<file path="src/rtl/sg_pkg.sv">
package sg_pkg;
  typedef enum logic [2:0] {
    ST_STARTUP       = 3'd0,
    ST_RUN_CHARGE    = 3'd1,
    ST_RUN_DISCHARGE = 3'd2,
    ST_OVL_LATCH     = 3'd3,
    ST_OVP_LATCH     = 3'd4
  } sg_state_e;

  typedef struct packed {
    logic src;
    logic sw;
    logic stby;
  } sg_out_t;

  localparam int unsigned SG_NUM_IN = 7;
endpackage

</file>
<file path="src/rtl/sg_sync.sv">
module sg_sync #(
  parameter int unsigned WIDTH  = 7,
  parameter int unsigned STAGES = 2
) (
  input  logic             clk,
  input  logic             rst,
  input  logic [WIDTH-1:0] d_in,
  output logic [WIDTH-1:0] d_out
);
  logic [WIDTH-1:0] chain [STAGES];

  genvar g;
  generate
    for (g = 0; g < STAGES; g++) begin : g_stage
      if (g == 0) begin : g_first
        always_ff @(posedge clk) begin
          if (rst) chain[g] <= '0;
          else     chain[g] <= d_in;
        end
      end else begin : g_next
        always_ff @(posedge clk) begin
          if (rst) chain[g] <= '0;
          else     chain[g] <= chain[g-1];
        end
      end
    end
  endgenerate

  assign d_out = chain[STAGES-1];
endmodule

</file>
<file path="src/rtl/sg_decode.sv">
module sg_decode
  import sg_pkg::*;
(
  input  sg_state_e st,
  input  logic      ovp_charge,
  output sg_out_t   o
);
  always_comb begin
    o = '0;
    unique case (st)
      ST_STARTUP:       o.src = 1'b1;
      ST_RUN_CHARGE:    begin o.src = 1'b1; o.sw = 1'b1; end
      ST_RUN_DISCHARGE: o.sw = 1'b1;
      ST_OVL_LATCH:     o.stby = 1'b1;
      ST_OVP_LATCH:     o.src = ovp_charge;
      default:          o = '0;
    endcase
  end
endmodule

</file>
<file path="src/rtl/sg_fsm.sv">
module sg_fsm
  import sg_pkg::*;
(
  input  logic clk,
  input  logic rst,
  input  logic above_hi,
  input  logic below_lo,
  input  logic below_rst,
  input  logic below_clr,
  input  logic ovl,
  input  logic ovp,
  input  logic fb_off,
  output logic src_q,
  output logic sw_q,
  output logic stby_q,
  output logic ss_q
);
  sg_state_e state_q, state_d;
  logic      chg_q, chg_d;
  sg_out_t   dec;

  always_comb begin
    state_d = state_q;
    chg_d   = chg_q;
    if (below_clr) begin
      state_d = ST_STARTUP;
      chg_d   = 1'b0;
    end else if (ovp && state_q != ST_OVP_LATCH) begin
      state_d = ST_OVP_LATCH;
      chg_d   = (state_q == ST_STARTUP || state_q == ST_RUN_CHARGE) && !above_hi;
    end else begin
      unique case (state_q)
        ST_STARTUP:       if (above_hi) state_d = ST_RUN_DISCHARGE;
        ST_RUN_DISCHARGE: if (below_lo) state_d = ovl ? ST_OVL_LATCH : ST_RUN_CHARGE;
        ST_RUN_CHARGE:    if (above_hi) state_d = ST_RUN_DISCHARGE;
        ST_OVL_LATCH:     if (below_rst) state_d = ST_STARTUP;
        ST_OVP_LATCH: begin
          if (below_rst)     chg_d = 1'b1;
          else if (above_hi) chg_d = 1'b0;
        end
        default:          state_d = ST_STARTUP;
      endcase
    end
  end

  sg_decode u_dec (
    .st         (state_d),
    .ovp_charge (chg_d),
    .o          (dec)
  );

  always_ff @(posedge clk) begin
    if (rst) begin
      state_q <= ST_STARTUP;
      chg_q   <= 1'b0;
      src_q   <= 1'b1;
      sw_q    <= 1'b0;
      stby_q  <= 1'b0;
      ss_q    <= 1'b0;
    end else begin
      state_q <= state_d;
      chg_q   <= chg_d;
      src_q   <= dec.src;
      sw_q    <= dec.sw && !fb_off;
      stby_q  <= dec.stby;
      ss_q    <= (state_q == ST_STARTUP) && (state_d == ST_RUN_DISCHARGE);
    end
  end
endmodule

</file>
<file path="src/rtl/supply_guard.sv">
module supply_guard #(
  parameter int unsigned SYNC_STAGES = 2
) (
  input  logic clk,
  input  logic rst,
  input  logic sup_above_hi,
  input  logic sup_below_lo,
  input  logic sup_below_rst,
  input  logic sup_below_clr,
  input  logic overload,
  input  logic ovp_trip,
  input  logic fb_shutdown,
  output logic hv_src_en,
  output logic sw_en,
  output logic standby,
  output logic ss_start
);
  localparam int unsigned NIN = sg_pkg::SG_NUM_IN;

  logic [NIN-1:0] raw, syn;

  assign raw = {fb_shutdown, ovp_trip, overload, sup_below_clr,
                sup_below_rst, sup_below_lo, sup_above_hi};

  sg_sync #(.WIDTH(NIN), .STAGES(SYNC_STAGES)) u_sync (
    .clk   (clk),
    .rst   (rst),
    .d_in  (raw),
    .d_out (syn)
  );

  sg_fsm u_fsm (
    .clk       (clk),
    .rst       (rst),
    .above_hi  (syn[0]),
    .below_lo  (syn[1]),
    .below_rst (syn[2]),
    .below_clr (syn[3]),
    .ovl       (syn[4]),
    .ovp       (syn[5]),
    .fb_off    (syn[6]),
    .src_q     (hv_src_en),
    .sw_q      (sw_en),
    .stby_q    (standby),
    .ss_q      (ss_start)
  );
endmodule

</file>
<file path="config.mk">
export PLATFORM = sky130hd
export DESIGN_NAME = supply_guard
export DESIGN_NICKNAME = d
export VERILOG_FILES = /design/src/rtl/sg_pkg.sv /design/src/rtl/sg_sync.sv /design/src/rtl/sg_decode.sv /design/src/rtl/sg_fsm.sv /design/src/rtl/supply_guard.sv
export SDC_FILE = /design/constraint.sdc
export NUM_CORES = 1
export LEC_CHECK = 0
export BUFFER_PORTS_ARGS = -buffer_cell sky130_fd_sc_hd__buf_2
export CORE_UTILIZATION = 50
export DETAILED_ROUTE_END_ITERATION = 7
export PLACE_DENSITY = 0.69
export SLEW_MARGIN = 0
export SYNTH_ARGS = -nofsm -noshare
export SYNTH_HDL_FRONTEND = slang
export SYNTH_SLANG_ARGS = --single-unit
</file>
<file path="constraint.sdc">
create_clock -name clk -period 2.2 [get_ports clk]
set_clock_uncertainty 0.15 [all_clocks]
set_input_delay 0.11 -clock clk [delete_from_list [all_inputs] [get_ports clk]]
set_output_delay 0.11 -clock clk [all_outputs]
set_load 0.03 [all_outputs]
</file>
==> reports/summary.md, run 1 <==
Die
• 54.5% — initial core utilization
• 0.00159 mm2 — DIE AREA
• 39.9 um — die height
• 13 — Boundary Pins
• 39.9 um — die width
• 13 — cell row count
• 0.00132 mm2 — core area

Drt
• 3 — initial drt markers
• 2 — number of search-and-repair iterations in the first detailed-routing pass
• 497 — count of vias placed by the detailed router
• 28 um — met3 WL
• 0 — DRC errors left
• 542 um — Met2 Routed Length
• 1090 um — total wirelength of the detailed-routed design
• 509 um — Metal-1 WL
• 4.78 — via density per instance
• 0 — antenna violation net count after detailed routing
• met4 — Highest Signal Layer
• 10.5 um — routed len/inst

Worst hold path
• 2 — hold path cells
• in -> reg — worst hold path type
• rst — startpoint of the worst hold path
• u_sync.chain[0][5] — capture endpoint of the worst hold path

Pwr
• 0.544 mV — worst ir drop on vdd
• 855 mW/mm2 — power density over the cells
• 0.381 nW — Leakage Power
• 783 uW — Design Power

Synthesis
• 76 — number of nets in the synthesized netlist
• 718 um2 — area of the mapped netlist
• 67 — Synth Instances
• dfxtp_1 — Yosys top cell by area
• 10.7 um2 — post-synthesis average cell area
• dfxtp_1, nor2b_1, a21oi_1, mux2_4, nand2_1 — top post-synthesis cells by area
• 61.3% — sequential cell area fraction in the yosys report
• 19 — number of library cell types mapped by synthesis
• 61.3% — top-area cell type share of the netlist area
• 22 — register bit total from synthesis
• 0 — number of enable-type register cells in the synthesized netlist
• dfxtp_1 — most common flop cell mapped by yosys
• 0 — number of warnings printed during yosys synthesis
• dfxtp_1, nor2b_1, a21oi_1, nand2_1 — Post-synth top cells
• dfxtp_1 — dominant cell by count in the synthesized netlist
• 0% — share of flip-flops with an asynchronous set or reset after synthesis

Global route
• 1680 um — first-pass GRT wire length
• 16.6% — overall fraction of global-route tracks in use
• 430 — via count of the first global-routing pass
• 19 — largest net degree at the start of global routing
• 0 — number of antenna violations at the first check in global routing
• 0 — total gr overflow

STA
• 0 — Final Max Tran Viols
• 76.3% — max-slew headroom at the worst pin
• 0 — final count of hold timing violations
• 589 MHz — Max Fclk
• 77.2% — final period utilization
• 0.0129 ns — hold_ws
• 0 — count of endpoints failing setup in the final report
• 0 ns — Total Neg Setup Slack
• false — RSZ-0062 raised after global routing
• 1.70 ns — shortest clock period the worst path allows after layout
• 0.501 ns — Worst Slack Setup Final
• 0.352 ns — Tightest Pin Transition

Clock network
• done — clock tree from TritonCTS
• 1 — H-tree Lvls
• 7 — Hold Buf Count CTS
• 3 — clock buffer count from CTS
• 0.13 ns — register clock-pin slew on the reported worst setup and hold paths
• 22 — clock net sink count
• 0.30 ns — worst skew pair latency
• 0 — buffers inserted by post-CTS timing repair
• clkbuf_4 — cell chosen for the clock root
• 2 — Max clock buf depth
• 0 — cells resized by post-CTS repair

Place
• 793 um2 — total cell area at the placement stage
• 774 um — post-detail-place hpwl
• 12 — count of buffers from port buffering
• 93 — Post-Place Cells
• 0.709 — routability congestion estimate
• 0.548 ns — pre-CTS worst setup slack

Worst setup path
• register — Worst setup SP type
• mux2_4 -> o21a_1 -> a311o_1 -> a211oi_2 — cell chain of the critical path
• 4 — cells on worst reg2reg path
• u_fsm.chg_q — destination of the worst register-to-register timing path
• register — crit end category
• dfxtp_1 — critical-path cell with the highest stage delay
• u_fsm.state_q[2] — Critical path origin
• u_fsm.state_q[2] — FF-to-FF Start
• 0.50 ns — FF-to-FF setup slack
• 2.29 ns — required time reported for the critical path endpoint
• 6 — maximum fanout along the worst path
• reg -> reg — kind of critical path
• 0.46 ns — maximum single-stage delay on the critical path
• 1.79 ns — data arrival time of the critical path

Job
• 0 — number of max-cap violations

Status
• complete, no violations — status

Cells and area
• 0 — Diodes inserted
• 99 — count of nets after finishing
• 27.5% — Synth-to-Final Area Change
• 69.5% — post-route core utilization
• 20.2% — layout cells sized above 1
• 104 — filler-free cell count of the finished design
• 98 — fill cell total of the finished layout
• 916 um2 — area of all placed cells without fillers

worst max path at each step:
stage	end	slack [ns]	depth (start not counted)
4_1_cts	u_fsm.chg_q	0.51	4
3_3_place_gp	u_fsm.chg_q	0.59	4
2_1_floorplan	u_fsm.chg_q	0.61	4
5_1_grt	u_fsm.chg_q	0.45	4
3_5_place_dp	u_fsm.chg_q	0.55	4
6_report	u_fsm.chg_q	0.50	4
cell type report:
type	count	area, um2	share of cell area [%]
Clock buffer	3	22.5	2.46
Clock inverter	1	30.0	3.28
Inverter	3	11.3	1.23
Multi-Input combinational cell	41	263	28.7
Sequential cell	22	440	48.1
Tap cell	15	18.8	2.05
Timing Repair Buffer	19	130	14.2
flip-flops by register name, summed over array words and instances (netlist names):
register and flops:
u_fsm.src_q 1, u_fsm.state_q 3, u_sync.chain 14, u_fsm.ss_q 1, u_fsm.sw_q 1, u_fsm.chg_q 1, u_fsm.stby_q 1
placed cells by master, fill, tap and decap left out, types with 2 or more instances in the layout:
cell / Yosys / final
a21oi_1: 4 / 4
buf_2: 0 / 12
clkbuf_4: 0 / 3
dfxtp_1: 22 / 22
dlygate4sd3_1: 0 / 7
inv_1: 3 / 3
nand2_1: 4 / 4
nand2b_1: 2 / 2
nor2_1: 3 / 3
nor2b_1: 15 / 15
nor3_1: 2 / 2
nor4_1: 2 / 2
layer usage:
layer  up-vias  track usage [%]
met2        12             27.4
met3         2             5.11
met1       216             18.2
met4         0             10.3
li1        267                -
met5         -                0
logic make-up after synthesis:
kind of cell	count (synthesis)	synth area share, %
compound gates	8	7.84
buf+inv	4	2.09
flops	22	61.3
mux	3	5.05
simple gates	30	23.7
where the power goes:
| part | internal (mW) | switching, mW |
|---|---|---|
| Clock | 0.184 | 0.117 |
| Combinational | 0.0316 | 0.0254 |
| Sequential | 0.416 | 0.00908 |
| Total | 0.631 | 0.151 |
critical path, delay by kind of cell, from the launching register on:
kind / cells / cell delay, ns
AOI/OAI and AO/OA: 3 / 0.69
DFF: 1 / 0.46
muxes: 1 / 0.32
No activity file was read; power rests on OpenSTA's default activity.
==> inputs of run 2 (changes only) <==
Clock period 2.2 ns to 1.6 ns, I/O delays scaled along.
==> reports/summary.md, run 2 (synthesis results as in run 1) <==
Cells and area
• 263 um2 — combined area of the multi-input logic cells
• 29.1% — Synth-to-Final Area Change
• 14 — max FFs per register
• u_sync.chain (14), u_fsm.state_q (3) — registers with the highest flip-flop counts
• dfxtp_1, nor2b_1, buf_2, dlygate4sd3_1 — highest-count cells in the layout ignoring fill and taps
• 0 — Diodes inserted
• 23.7% — layout cells sized above 1
• 442 um2 — area occupied by registers
• 102 — fill cell total of the finished layout
• u_sync.chain — register containing the most flip-flops in the final layout
• dfxtp_1 — most common cell after layout, fill and taps aside
• 108 — filler-free cell count of the finished design
• 104 — count of nets after finishing

Die
• 13 — Boundary Pins
• 54.5% — initial core utilization
• 13 — cell row count
• 0.00132 mm2 — core area
• 0.00159 mm2 — DIE AREA
• 39.9 um — die height
• 39.9 um — die width

Clock network
• clkbuf_4 — cell chosen for the clock root
• 3 — clock buffer count from CTS
• done — clock tree from TritonCTS
• 0.29 ns — worst skew pair latency
• 2 — Max clock buf depth
• 1 — H-tree Lvls
• 22 — clock net sink count
• 0.10 ns — register clock-pin slew on the reported worst setup and hold paths

STA
• 0 ns — Total Neg Setup Slack
• 0 — count of endpoints failing setup in the final report
• 0.414 ns — Tightest Pin Transition
• 96.1% — final period utilization
• 72.2% — max-slew headroom at the worst pin
• 650 MHz — Max Fclk
• 0 — Final Max Tran Viols
• 0 — final count of hold timing violations
• false — RSZ-0062 raised after global routing
• 1.54 ns — shortest clock period the worst path allows after layout

Worst setup path
• 2 — maximum fanout along the worst path
• 4 — cells on worst reg2reg path
• 0.35 ns — maximum single-stage delay on the critical path
• 1.67 ns — required time reported for the critical path endpoint
• dfxtp_2 — critical-path cell with the highest stage delay
• reg -> reg — kind of critical path
• register — crit end category
• register — Worst setup SP type
• 1.61 ns — data arrival time of the critical path
• mux2_4 -> o21a_1 -> a311o_1 -> a211oi_2 — cell chain of the critical path

Drt
• 0 — antenna violation net count after detailed routing
• 1080 um — total wirelength of the detailed-routed design
• 4 — initial drt markers
• 2 — number of search-and-repair iterations in the first detailed-routing pass
• 10.0 um — routed len/inst
• 518 — count of vias placed by the detailed router
• 4.80 — via density per instance
• 0 — DRC errors left

Global route
• 17.1% — overall fraction of global-route tracks in use
• 458 — via count of the first global-routing pass
• 0 — total gr overflow
• 18 — largest net degree at the start of global routing
• 1680 um — first-pass GRT wire length
• 0 — number of antenna violations at the first check in global routing

Place
• 97 — Post-Place Cells
• 12 — count of buffers from port buffering
• 0.718 — routability congestion estimate

Worst hold path
• reg -> reg — worst hold path type
• 1 — hold path cells

Pwr
• 973 mW/mm2 — power density over the cells
• 0.392 nW — Leakage Power
• 0.700 mV — worst ir drop on vdd

Job
• 0 — number of max-cap violations

Status
• complete, no violations — status

## run 2: cell types whose count changed in the layout (fill, tap and decap cells not counted), sizes merged
cell,before,now
dlygate4sd3,7,8
bufinv,1,0
buf,12,16
## run 2: through the flow
stage / utilization (%) / area, um2 / hold WS [ns] / power, mW / setup WS (ns)
final: 70.4 / 927 / 0.296 / 0.902 / 0.0619
after global routing: 70.4 / 927 / 0.316 / 0.939 / 0.00739
after CTS: 70.3 / 926 / 0.297 / 0.915 / 0.0316
after detailed placement: 62.5 / 823 / 0.145 / 0.669 / 0.0555
after global placement: 62.5 / 823 / 0.138 / 0.666 / 0.0734
after floorplan: - / 718 / 0.00161 / 0.639 / 0.0150
## run 2: layout make-up
class / count / area share, %
timing repair buffer: 24 / 18.4
sequential: 22 / 47.6
multi-input combinational: 41 / 28.3
clock buffer: 3 / 2.43
tap: 15 / 2.02
inverter: 3 / 1.21
## run 2: routing by layer
metal | global-route usage [%] | routed length [um] | vias up
met2 | 30.2 | 533 | 14
met1 | 17.3 | 485 | 227
met4 | 12.9 | 25 | 0
met5 | 0 | 0 | -
met3 | 3.41 | 35 | 4
li1 | - | - | 273
## run 2: timing repair
item                       CTS  global route
buffers inserted             0             0
setup endpoints to repair    0             1
hold endpoints to repair     9             0
gates resized for setup      0             1
hold buffers                 8             0
## run 2: power breakdown
part           switching, mW  internal [mW]
Sequential            0.0105          0.572
Combinational         0.0377         0.0504
Clock                  0.144         0.0876
Total                  0.192          0.710
## run 2: final timing paths
path                                    startpoint                 end  slack [ns]
worst min-delay path            u_sync.chain[0][5]  u_sync.chain[1][5]        0.30
worst min register to register  u_sync.chain[0][5]  u_sync.chain[1][5]        0.30
worst max register to register    u_fsm.state_q[2]         u_fsm.chg_q        0.06
worst max-delay path              u_fsm.state_q[2]         u_fsm.chg_q        0.06
## run 2: worst max-delay path: cells and delay by family, from the launching register on
kind            cells  cell delay (ns)
flops               1             0.35
mux                 1             0.29
compound gates      3             0.68
